[src/rtl/arb_tx_pkg.sv]
package arb_tx_pkg;
  typedef enum logic [2:0] {
    ST_IDLE,
    ST_WAIT,
    ST_ARB,
    ST_LOAD,
    ST_DATA,
    ST_HOLD
  } tx_state_e;
endpackage

[src/rtl/bus_idle_mon.sv]
module bus_idle_mon #(
  parameter int IDLE_CLKS = 64
) (
  input  logic clk_i,
  input  logic rst_ni,
  input  logic rx_i,
  output logic rx_sync_o,
  output logic idle_o
);
  localparam int IW = $clog2(IDLE_CLKS + 1);
  localparam logic [IW-1:0] IDLE_END = IW'(IDLE_CLKS);

  logic [1:0]    sync_q;
  logic [IW-1:0] cnt_q;

  always_ff @(posedge clk_i or negedge rst_ni) begin
    if (!rst_ni) begin
      sync_q <= 2'b11;
      cnt_q  <= '0;
    end else begin
      sync_q <= {sync_q[0], rx_i};
      if (!sync_q[1])            cnt_q <= '0;
      else if (cnt_q != IDLE_END) cnt_q <= cnt_q + IW'(1);
    end
  end

  assign rx_sync_o = sync_q[1];
  assign idle_o    = (cnt_q == IDLE_END);
endmodule

[src/rtl/bit_timer.sv]
module bit_timer #(
  parameter int DIV_LO    = 16,
  parameter int DIV_HI    = 4,
  parameter int SAMPLE_PT = 12
) (
  input  logic clk_i,
  input  logic rst_ni,
  input  logic run_i,
  input  logic fast_i,
  output logic bit_end_o,
  output logic sample_o
);
  localparam int CW = (DIV_LO > 1) ? $clog2(DIV_LO) : 1;
  localparam logic [CW-1:0] LO_END = CW'(DIV_LO - 1);
  localparam logic [CW-1:0] HI_END = CW'(DIV_HI - 1);
  localparam logic [CW-1:0] SMP    = CW'(SAMPLE_PT);

  logic [CW-1:0] cnt_q;

  assign bit_end_o = run_i && (cnt_q == (fast_i ? HI_END : LO_END));
  assign sample_o  = run_i && !fast_i && (cnt_q == SMP);

  always_ff @(posedge clk_i or negedge rst_ni) begin
    if (!rst_ni)                  cnt_q <= '0;
    else if (!run_i || bit_end_o) cnt_q <= '0;
    else                          cnt_q <= cnt_q + CW'(1);
  end
endmodule

[src/rtl/arb_frame_tx.sv]
module arb_frame_tx
  import arb_tx_pkg::*;
#(
  parameter int DIV_LO    = 16,
  parameter int DIV_HI    = 4,
  parameter int SAMPLE_PT = 12,
  parameter int IDLE_BITS = 4,
  parameter int MAX_RETRY = 3
) (
  input  logic       clk_i,
  input  logic       rst_ni,
  input  logic       frame_req_i,
  input  logic [7:0] byte_i,
  input  logic       byte_last_i,
  output logic       byte_ack_o,
  input  logic       rx_i,
  output logic       tx_o,
  output logic       tx_en_o,
  output logic       lost_o,
  output logic       fail_o,
  output logic       done_o
);
  localparam int IDLE_CLKS = IDLE_BITS * DIV_LO;
  localparam int RW = (MAX_RETRY > 0) ? $clog2(MAX_RETRY + 1) : 1;
  localparam logic [RW-1:0] RETRY_MAX = RW'(MAX_RETRY);

  tx_state_e     st_q;
  logic [9:0]    sh_q;
  logic [3:0]    bit_q;
  logic [RW-1:0] retry_q;
  logic          ack_q, lost_q, fail_q, done_q;
  logic          rx_s, bus_idle, bit_end, sample, char_end, run, fast;

  assign run      = (st_q == ST_ARB) || (st_q == ST_DATA);
  assign fast     = (st_q == ST_DATA);
  assign char_end = bit_end && (bit_q == 4'd9);

  bus_idle_mon #(.IDLE_CLKS(IDLE_CLKS)) i_idle (
    .clk_i    (clk_i),
    .rst_ni   (rst_ni),
    .rx_i     (rx_i),
    .rx_sync_o(rx_s),
    .idle_o   (bus_idle)
  );

  bit_timer #(.DIV_LO(DIV_LO), .DIV_HI(DIV_HI), .SAMPLE_PT(SAMPLE_PT)) i_timer (
    .clk_i    (clk_i),
    .rst_ni   (rst_ni),
    .run_i    (run),
    .fast_i   (fast),
    .bit_end_o(bit_end),
    .sample_o (sample)
  );

  always_ff @(posedge clk_i or negedge rst_ni) begin
    if (!rst_ni) begin
      st_q    <= ST_IDLE;
      sh_q    <= '1;
      bit_q   <= '0;
      retry_q <= '0;
      ack_q   <= 1'b0;
      lost_q  <= 1'b0;
      fail_q  <= 1'b0;
      done_q  <= 1'b0;
    end else begin
      ack_q  <= 1'b0;
      lost_q <= 1'b0;
      fail_q <= 1'b0;
      done_q <= 1'b0;
      unique case (st_q)
        ST_IDLE: if (frame_req_i) begin
          st_q    <= ST_WAIT;
          retry_q <= '0;
        end
        ST_WAIT: begin
          if (!frame_req_i) st_q <= ST_IDLE;
          else if (bus_idle) begin
            st_q  <= ST_ARB;
            sh_q  <= {1'b1, byte_i, 1'b0};
            bit_q <= '0;
          end
        end
        ST_ARB: begin
          if (sample && sh_q[0] && !rx_s) begin
            // recessive sent, dominant seen: back off
            lost_q <= 1'b1;
            sh_q   <= '1;
            if (retry_q == RETRY_MAX) begin
              fail_q <= 1'b1;
              st_q   <= ST_HOLD;
            end else begin
              retry_q <= retry_q + RW'(1);
              st_q    <= ST_WAIT;
            end
          end else if (char_end) begin
            ack_q <= 1'b1;
            if (byte_last_i) begin
              done_q <= 1'b1;
              st_q   <= ST_IDLE;
            end else st_q <= ST_LOAD;
          end else if (bit_end) begin
            sh_q  <= {1'b1, sh_q[9:1]};
            bit_q <= bit_q + 4'd1;
          end
        end
        ST_LOAD: begin
          sh_q  <= {1'b1, byte_i, 1'b0};
          bit_q <= '0;
          st_q  <= ST_DATA;
        end
        ST_DATA: begin
          if (char_end) begin
            ack_q <= 1'b1;
            if (byte_last_i) begin
              done_q <= 1'b1;
              st_q   <= ST_IDLE;
            end else st_q <= ST_LOAD;
          end else if (bit_end) begin
            sh_q  <= {1'b1, sh_q[9:1]};
            bit_q <= bit_q + 4'd1;
          end
        end
        ST_HOLD: if (!frame_req_i) st_q <= ST_IDLE;
        default: st_q <= ST_IDLE;
      endcase
    end
  end

  always_comb begin
    tx_o    = 1'b1;
    tx_en_o = 1'b0;
    unique case (st_q)
      ST_ARB: begin
        tx_o    = sh_q[0];
        tx_en_o = !sh_q[0];
      end
      ST_DATA: begin
        tx_o    = sh_q[0];
        tx_en_o = 1'b1;
      end
      ST_LOAD: tx_en_o = 1'b1;
      default: ;
    endcase
  end

  assign byte_ack_o = ack_q;
  assign lost_o     = lost_q;
  assign fail_o     = fail_q;
  assign done_o     = done_q;
endmodule

[config.mk]
export PLATFORM = sky130hd
export DESIGN_NAME = arb_frame_tx
export DESIGN_NICKNAME = d
export VERILOG_FILES = /design/src/rtl/arb_tx_pkg.sv /design/src/rtl/bus_idle_mon.sv /design/src/rtl/bit_timer.sv /design/src/rtl/arb_frame_tx.sv
export SDC_FILE = /design/constraint.sdc
export NUM_CORES = 1
export LEC_CHECK = 0
export BUFFER_PORTS_ARGS = -buffer_cell sky130_fd_sc_hd__buf_2
export CORE_AREA = 2 2 64 66
export DETAILED_ROUTE_END_ITERATION = 8
export DIE_AREA = 0 0 66 68
export PLACE_DENSITY = 0.74
export SLEW_MARGIN = 10
export SYNTH_ARGS = -nofsm -noshare
export SYNTH_HDL_FRONTEND = slang
export SYNTH_SLANG_ARGS = --single-unit
[constraint.sdc]
create_clock -name clk_i -period 1.79 [get_ports clk_i]
set_input_delay 0.179 -clock clk_i [delete_from_list [all_inputs] [get_ports clk_i]]
set_output_delay 0.179 -clock clk_i [all_outputs]
set_load 0.01 [all_outputs]
[Yosys cells after proc, flatten, opt, wreduce, memory -nomap -nowiden]
Cells that the tools add are included.
Operators by class
  add/subtract/negate cells: 4
  multipliers: 0
  div/mod/pow operators: 0
  order comparisons: 0
  equality and inequality tests: 20
  shifts and indexed selects: 0
  mux-type cells: 43
  bitwise operators: 0
  reductions and logical operators: 21
Operators with widths (count)
  $mux W10: 5
  $pmux W10 S4: 1
  $mux W4: 7
  $mux W3: 7
  $pmux W3 S6: 1
  $pmux W4 S4: 1
  $mux W7: 2
  $ne A2 B2 Y1 const B: 7
  $mux W1: 11
  $add A4 B1 Y4 const B: 2
  $eq A4 B4 Y1 const B: 2
  $mux W2: 4
  $reduce_and A4 Y1: 2
  $add A7 B1 Y7 const B: 1
  $eq A7 B7 Y1 const B: 1
  $ne A7 B7 Y1 const B: 1
  $eq A3 B2 Y1 const B: 2
  $eq A3 B3 Y1 const B: 2
  $logic_and A1 B1 Y1: 6
  $pmux W1 S2: 3
  $reduce_and A3 Y1: 2
  $eq A4 B4 Y1: 1
  $logic_not A1 Y1: 4
  $pmux W2 S2: 1
  10 further kinds: 12
Storage, ports and cells
  flip-flop bits (word level): 36
  bits in latches: 0
  memory bits (writable): 0
  ROM bits: 0
  output and inout port bits: 6
  memories kept: 0

[Longest topological paths before layout]
  depth after elaboration: 8
  depth in mapped cells: 7

[Modules after synthesis]
From an unflattened synthesis, not the netlist that was laid out.
Unflattened totals
  cell total of the unflattened synthesis: 203
  area, all modules: 2102.0 µm²
By module, submodules not included
  arb_frame_tx: instances 1, cells each 139, area each 1446.4 µm², seq. area each 588.1 µm²
  bus_idle_mon: instances 1, cells each 42, area each 434.2 µm², seq. area each 227.7 µm²
  bit_timer: instances 1, cells each 22, area each 221.5 µm², seq. area each 100.1 µm²

[Least setup slack after synthesis]
OpenSTA, ideal clock, no wires.
  path kind: register to register
  start point: register i_timer.cnt_q[2]
  end point: register bit_q[0]
  arrival: 1.566 ns
  required time: 1.665 ns
  setup slack: 0.100 ns
  cell stages (with the launch flop): 6
  path buffers: 0
  period minus slack after synthesis: 1.690 ns
  path through: dfrtp_1 and4b_1 o211ai_2 o311ai_2 nand2b_1 mux2_2
On the way
  longest elaborated chain between the ends: 6
RTL lines
  start, declared: line bit_timer.sv:18  | logic [CW-1:0] cnt_q;
  start signal, assigned: line bit_timer.sv:26  | else cnt_q <= cnt_q + CW'(1);
  $eq A4 B4 Y1 (on tied branches): line bit_timer.sv:20, bit_timer.sv:21
  $logic_and A1 B1 Y1 (on tied branches): line bit_timer.sv:20, bit_timer.sv:21
  $mux W4, or another cell as far along
  $mux W4 / $logic_and A1 B1 Y1 (equally long branches)
  $mux W4 / $ne A2 B2 Y1 (equally long branches)
  $pmux W4 S4 / $reduce_and A4 Y1 (equally long branches)
  end signal, assigned: line arb_frame_tx.sv:103  | bit_q <= bit_q + 4'd1;
  end signal, assigned: line arb_frame_tx.sv:120  | bit_q <= bit_q + 4'd1;
  end, declared: line arb_frame_tx.sv:29  | logic [3:0] bit_q;
Several ways; a longest one is shown, not always the timed one. The select of a mux whose other input is x is not followed.
A chain may end at the register's enable or synchronous reset.

[Worst setup path in the final report]
  start point: register st_q[1]
  end point: register sh_q[2]
On the way
  longest elaborated chain between the ends: 8
RTL lines
  start, declared: line arb_frame_tx.sv:27  | tx_state_e st_q;
  start signal, assigned: line arb_frame_tx.sv:57  | st_q <= ST_IDLE;
  start signal, assigned: line arb_frame_tx.sv:72  | st_q <= ST_WAIT;
  start signal, assigned: line arb_frame_tx.sv:76  | if (!frame_req_i) st_q <= ST_IDLE;
  $eq A3 B3 Y1 / $eq A3 B2 Y1 (equally long branches): line arb_frame_tx.sv:34, arb_frame_tx.sv:35, arb_frame_tx.sv:70
  $mux W4, or another cell as far along: line bit_timer.sv:20  | assign bit_end_o = run_i && (cnt_q == (fast_i ? HI_END : LO_END));
  $eq A4 B4 Y1 / $logic_and A1 B1 Y1 (equally long branches): line bit_timer.sv:20, bit_timer.sv:21
  $logic_and A1 B1 Y1 (on tied branches): line bit_timer.sv:20, bit_timer.sv:21
  $mux W10, or another cell as far along
  $mux W10 / $logic_and A1 B1 Y1 (equally long branches)
  $mux W10: line arb_frame_tx.sv:84  | if (sample && sh_q[0] && !rx_s) begin
  $pmux W10 S4: line arb_frame_tx.sv:70  | unique case (st_q)
  end signal, assigned: line arb_frame_tx.sv:79  | sh_q <= {1'b1, byte_i, 1'b0};
  end signal, assigned: line arb_frame_tx.sv:102  | sh_q <= {1'b1, sh_q[9:1]};
  end signal, assigned: line arb_frame_tx.sv:107  | sh_q <= {1'b1, byte_i, 1'b0};
  end, declared: line arb_frame_tx.sv:28  | logic [9:0] sh_q;
Several ways; a longest one is shown, not always the timed one.

==> results_dict.tcl <==
set metrics [dict create \
    leakage_nw 1.28 \
    final_cell_mix "buf_4 (31), inv_1 (27), dfrtp_1 (21)" \
    synth_top_family_by_area "compound AO/OA/AOI/OAI gates" \
    cts_max_level 2 \
    powerDensity_nw_per_um2 1170 \
    hold_class "in -> async" \
    cts_tree "done" \
    crit_type "reg -> reg" \
    relSlewSlack 0.475 \
    overflow 0 \
    synth_edf_count 0 \
    synth_nets 209 \
    start_kind "register" \
    postSynthRegisterBits 36 \
    peakVddDrop_mv 0.663 \
    period_share 1.04 \
    grt_first_pass_wirelength_um 6580 \
    clk_path_buf_depth 2 \
    firstDrtPassIters 5 \
    gp_congestion 0.850 \
    setup_viol 10 \
    design.core.area_um2 3860 \
    p_total_w 0.00306 \
    final_common_cell "buf_4" \
    crit_arrival_ns 2.03 \
    grt_antenna_before_repair 0 \
    nNetsFinal 267 \
    viasPerCell 5.49 \
    synth_xor_area_frac 0.0313 \
    max_cap_viol_count 0 \
    grt_use_total 0.194 \
    die_area_um2 4490 \
    die_w_um 66 \
    drive_above_1_share 0.407 \
    grt_max_degree 37 \
    muxShareOfSynthArea 0.0109 \
    rsz0062_at_grt "true" \
    yosys.area_share.simple 0.185 \
    synth-seq-area-share 0.468 \
    pin_count 19 \
    setup_slack_ns -0.0711 \
    syn_area_um2 1960 \
    synth_compound_area_frac 0.194 \
    tightest_slew_ns 0.787 \
    die_h_um 68 \
    clk_latency_ns 0.29 \
    synthFlopType "dfrtp_1" \
    ys_async_sr_fraction 1.00 \
    clock-sinks 36 \
    clk_pin_slew_ns 0.07 \
    vias 1637 \
    syn2layout_area_growth_pct 33.9 \
    synth.distinct_cells 52 \
    violations "negative hold slack, negative setup slack" \
    finClkSkew_ns 0.00628 \
    drt_iter0_drc 155 \
    period_needed_ns 1.86 \
    worstPathRequired_ns 1.96 \
    crit_fanout 6 \
    whs_ns -0.0278 \
    dp_hpwl_um 2910 \
    port_buffers 18 \
    synth_cells 189 \
    end_kind "register" \
    yosysWarnings 0 \
    drc 0 \
    ant_nets 0 \
    wirelength_um 4390 \
    wl_per_cell_um 14.7 \
    clockRootBuffer "clkbuf_8" \
    num_rows 23 \
    outcome "finished, violations left" \
    synth_fa_ha_area_frac 0.0447 \
    pre_cts_slack_ns -0.0545 \
    cts-buffers-inserted 5 \
    finalSetupTns_ns -0.355 \
    diodes 0 \
    hold_violations 24 \
    start_util 0.508 \
    grt_pass1_vias 1466 \
    avgSynthCellArea_um2 10.4 \
    drv_slew 0 \
    fmax_mhz 537 \
]
worst max-delay path, cell delays in order, from the launching register on:
cell and delay [ns]:
dfrtp_2 0.48, buf_4 0.17, o21ai_1 0.25, o31a_1 0.31
o31ai_4 0.14, a222oi_1 0.40
cell usage after synthesis (3+ instances only):
cell type  number  area (um^2)
a21oi_1         6         30.0
a222oi_1        8         80.1
and2_1          6         37.5
and3_1          4         25.0
clkbuf_1        3         11.3
dfrtp_1        24          601
dfstp_2        12          315
ha_1            7         87.6
inv_1          29          109
nand2_1         5         18.8
nand2b_1        5         31.3
nand3_1         4         20.0
nor2_1          8         30.0
nor2b_1         4         25.0
nor3_1          4         20.0
o21ai_0         4         20.0
o21ai_1         6         30.0
xnor2_1         6         52.6
worst paths after layout:
check	startpoint	endpoint	slack [ns]	cells after the start
worst min register to register	i_idle.sync_q[0]$_DFF_PN1_	i_idle.sync_q[1]$_DFF_PN1_	0.36	0
min in group clk_i	byte_i[6]	sh_q[7]$_DFFE_PN1P_	0.10	3
worst max register to register	st_q[1]$_DFFE_PN0P_	sh_q[2]$_DFFE_PN1P_	-0.07	5
max in group asynchronous	rst_ni	i_timer.cnt_q[2]$_DFF_PN0_	1.26	1
worst max-delay path	st_q[1]$_DFFE_PN0P_	sh_q[2]$_DFFE_PN1P_	-0.07	5
worst min-delay path	rst_ni	i_idle.cnt_q[3]$_DFFE_PN0P_	-0.03	1
power by group:
group	internal (W)	switching (W)	total, W	leakage [nW]
Combinational	0.000638	0.000664	0.00130	0.779
Clock	0.000413	0.000285	0.000698	0.0552
Sequential	0.000964	0.0000971	0.00106	0.451
Total	0.00202	0.00105	0.00306	1.28
sequential cells by signal (all words and copies together), names as in the netlist:
signal         flops
byte_ack_o         1
sh_q              10
done_o             1
st_q               3
lost_o             1
bit_q              4
fail_o             1
i_timer.cnt_q      4
i_idle.sync_q      2
retry_q            2
i_idle.cnt_q       7
timing repair:
| action | CTS | global route |
|---|---|---|
| hold endpoints to repair | 1 | 0 |
| setup endpoints to repair | 12 | 17 |
| cloned | 0 | 1 |
| buffers inserted | 0 | 9 |
| gates resized for setup | 5 | 24 |
| pin swaps | 2 | 9 |
| hold buffers | 1 | 0 |
logic make-up after synthesis:
kind of cell	count (synthesis)
buf+inv	34
simple gates	55
fa+ha+maj	7
xor+xnor	7
flops	36
mux	2
compound gates	48
through the flow:
step,util,instance area (um^2),cells
after floorplan,-,1960,189
after global placement,0.594,2290,279
after detailed placement,0.594,2290,279
after CTS,0.629,2430,288
after global routing,0.680,2620,298
final,0.680,2620,298
final cells by class:
type | instances | area (um^2)
Multi-Input combinational cell | 120 | 1020
Inverter | 29 | 109
Tap cell | 50 | 62.6
Clock buffer | 6 | 72.6
Sequential cell | 36 | 920
Timing Repair Buffer | 55 | 404
Fill cell | 284 | 1230
Clock inverter | 2 | 35.0
layer usage:
layer / part of all wire / track usage
met1: 0.45 / 0.269
met2: 0.49 / 0.287
met3: 0.043 / 0.0461
met4: 0.015 / 0.0969
met5: 0 / 0
(Power assumes the default switching activity.)
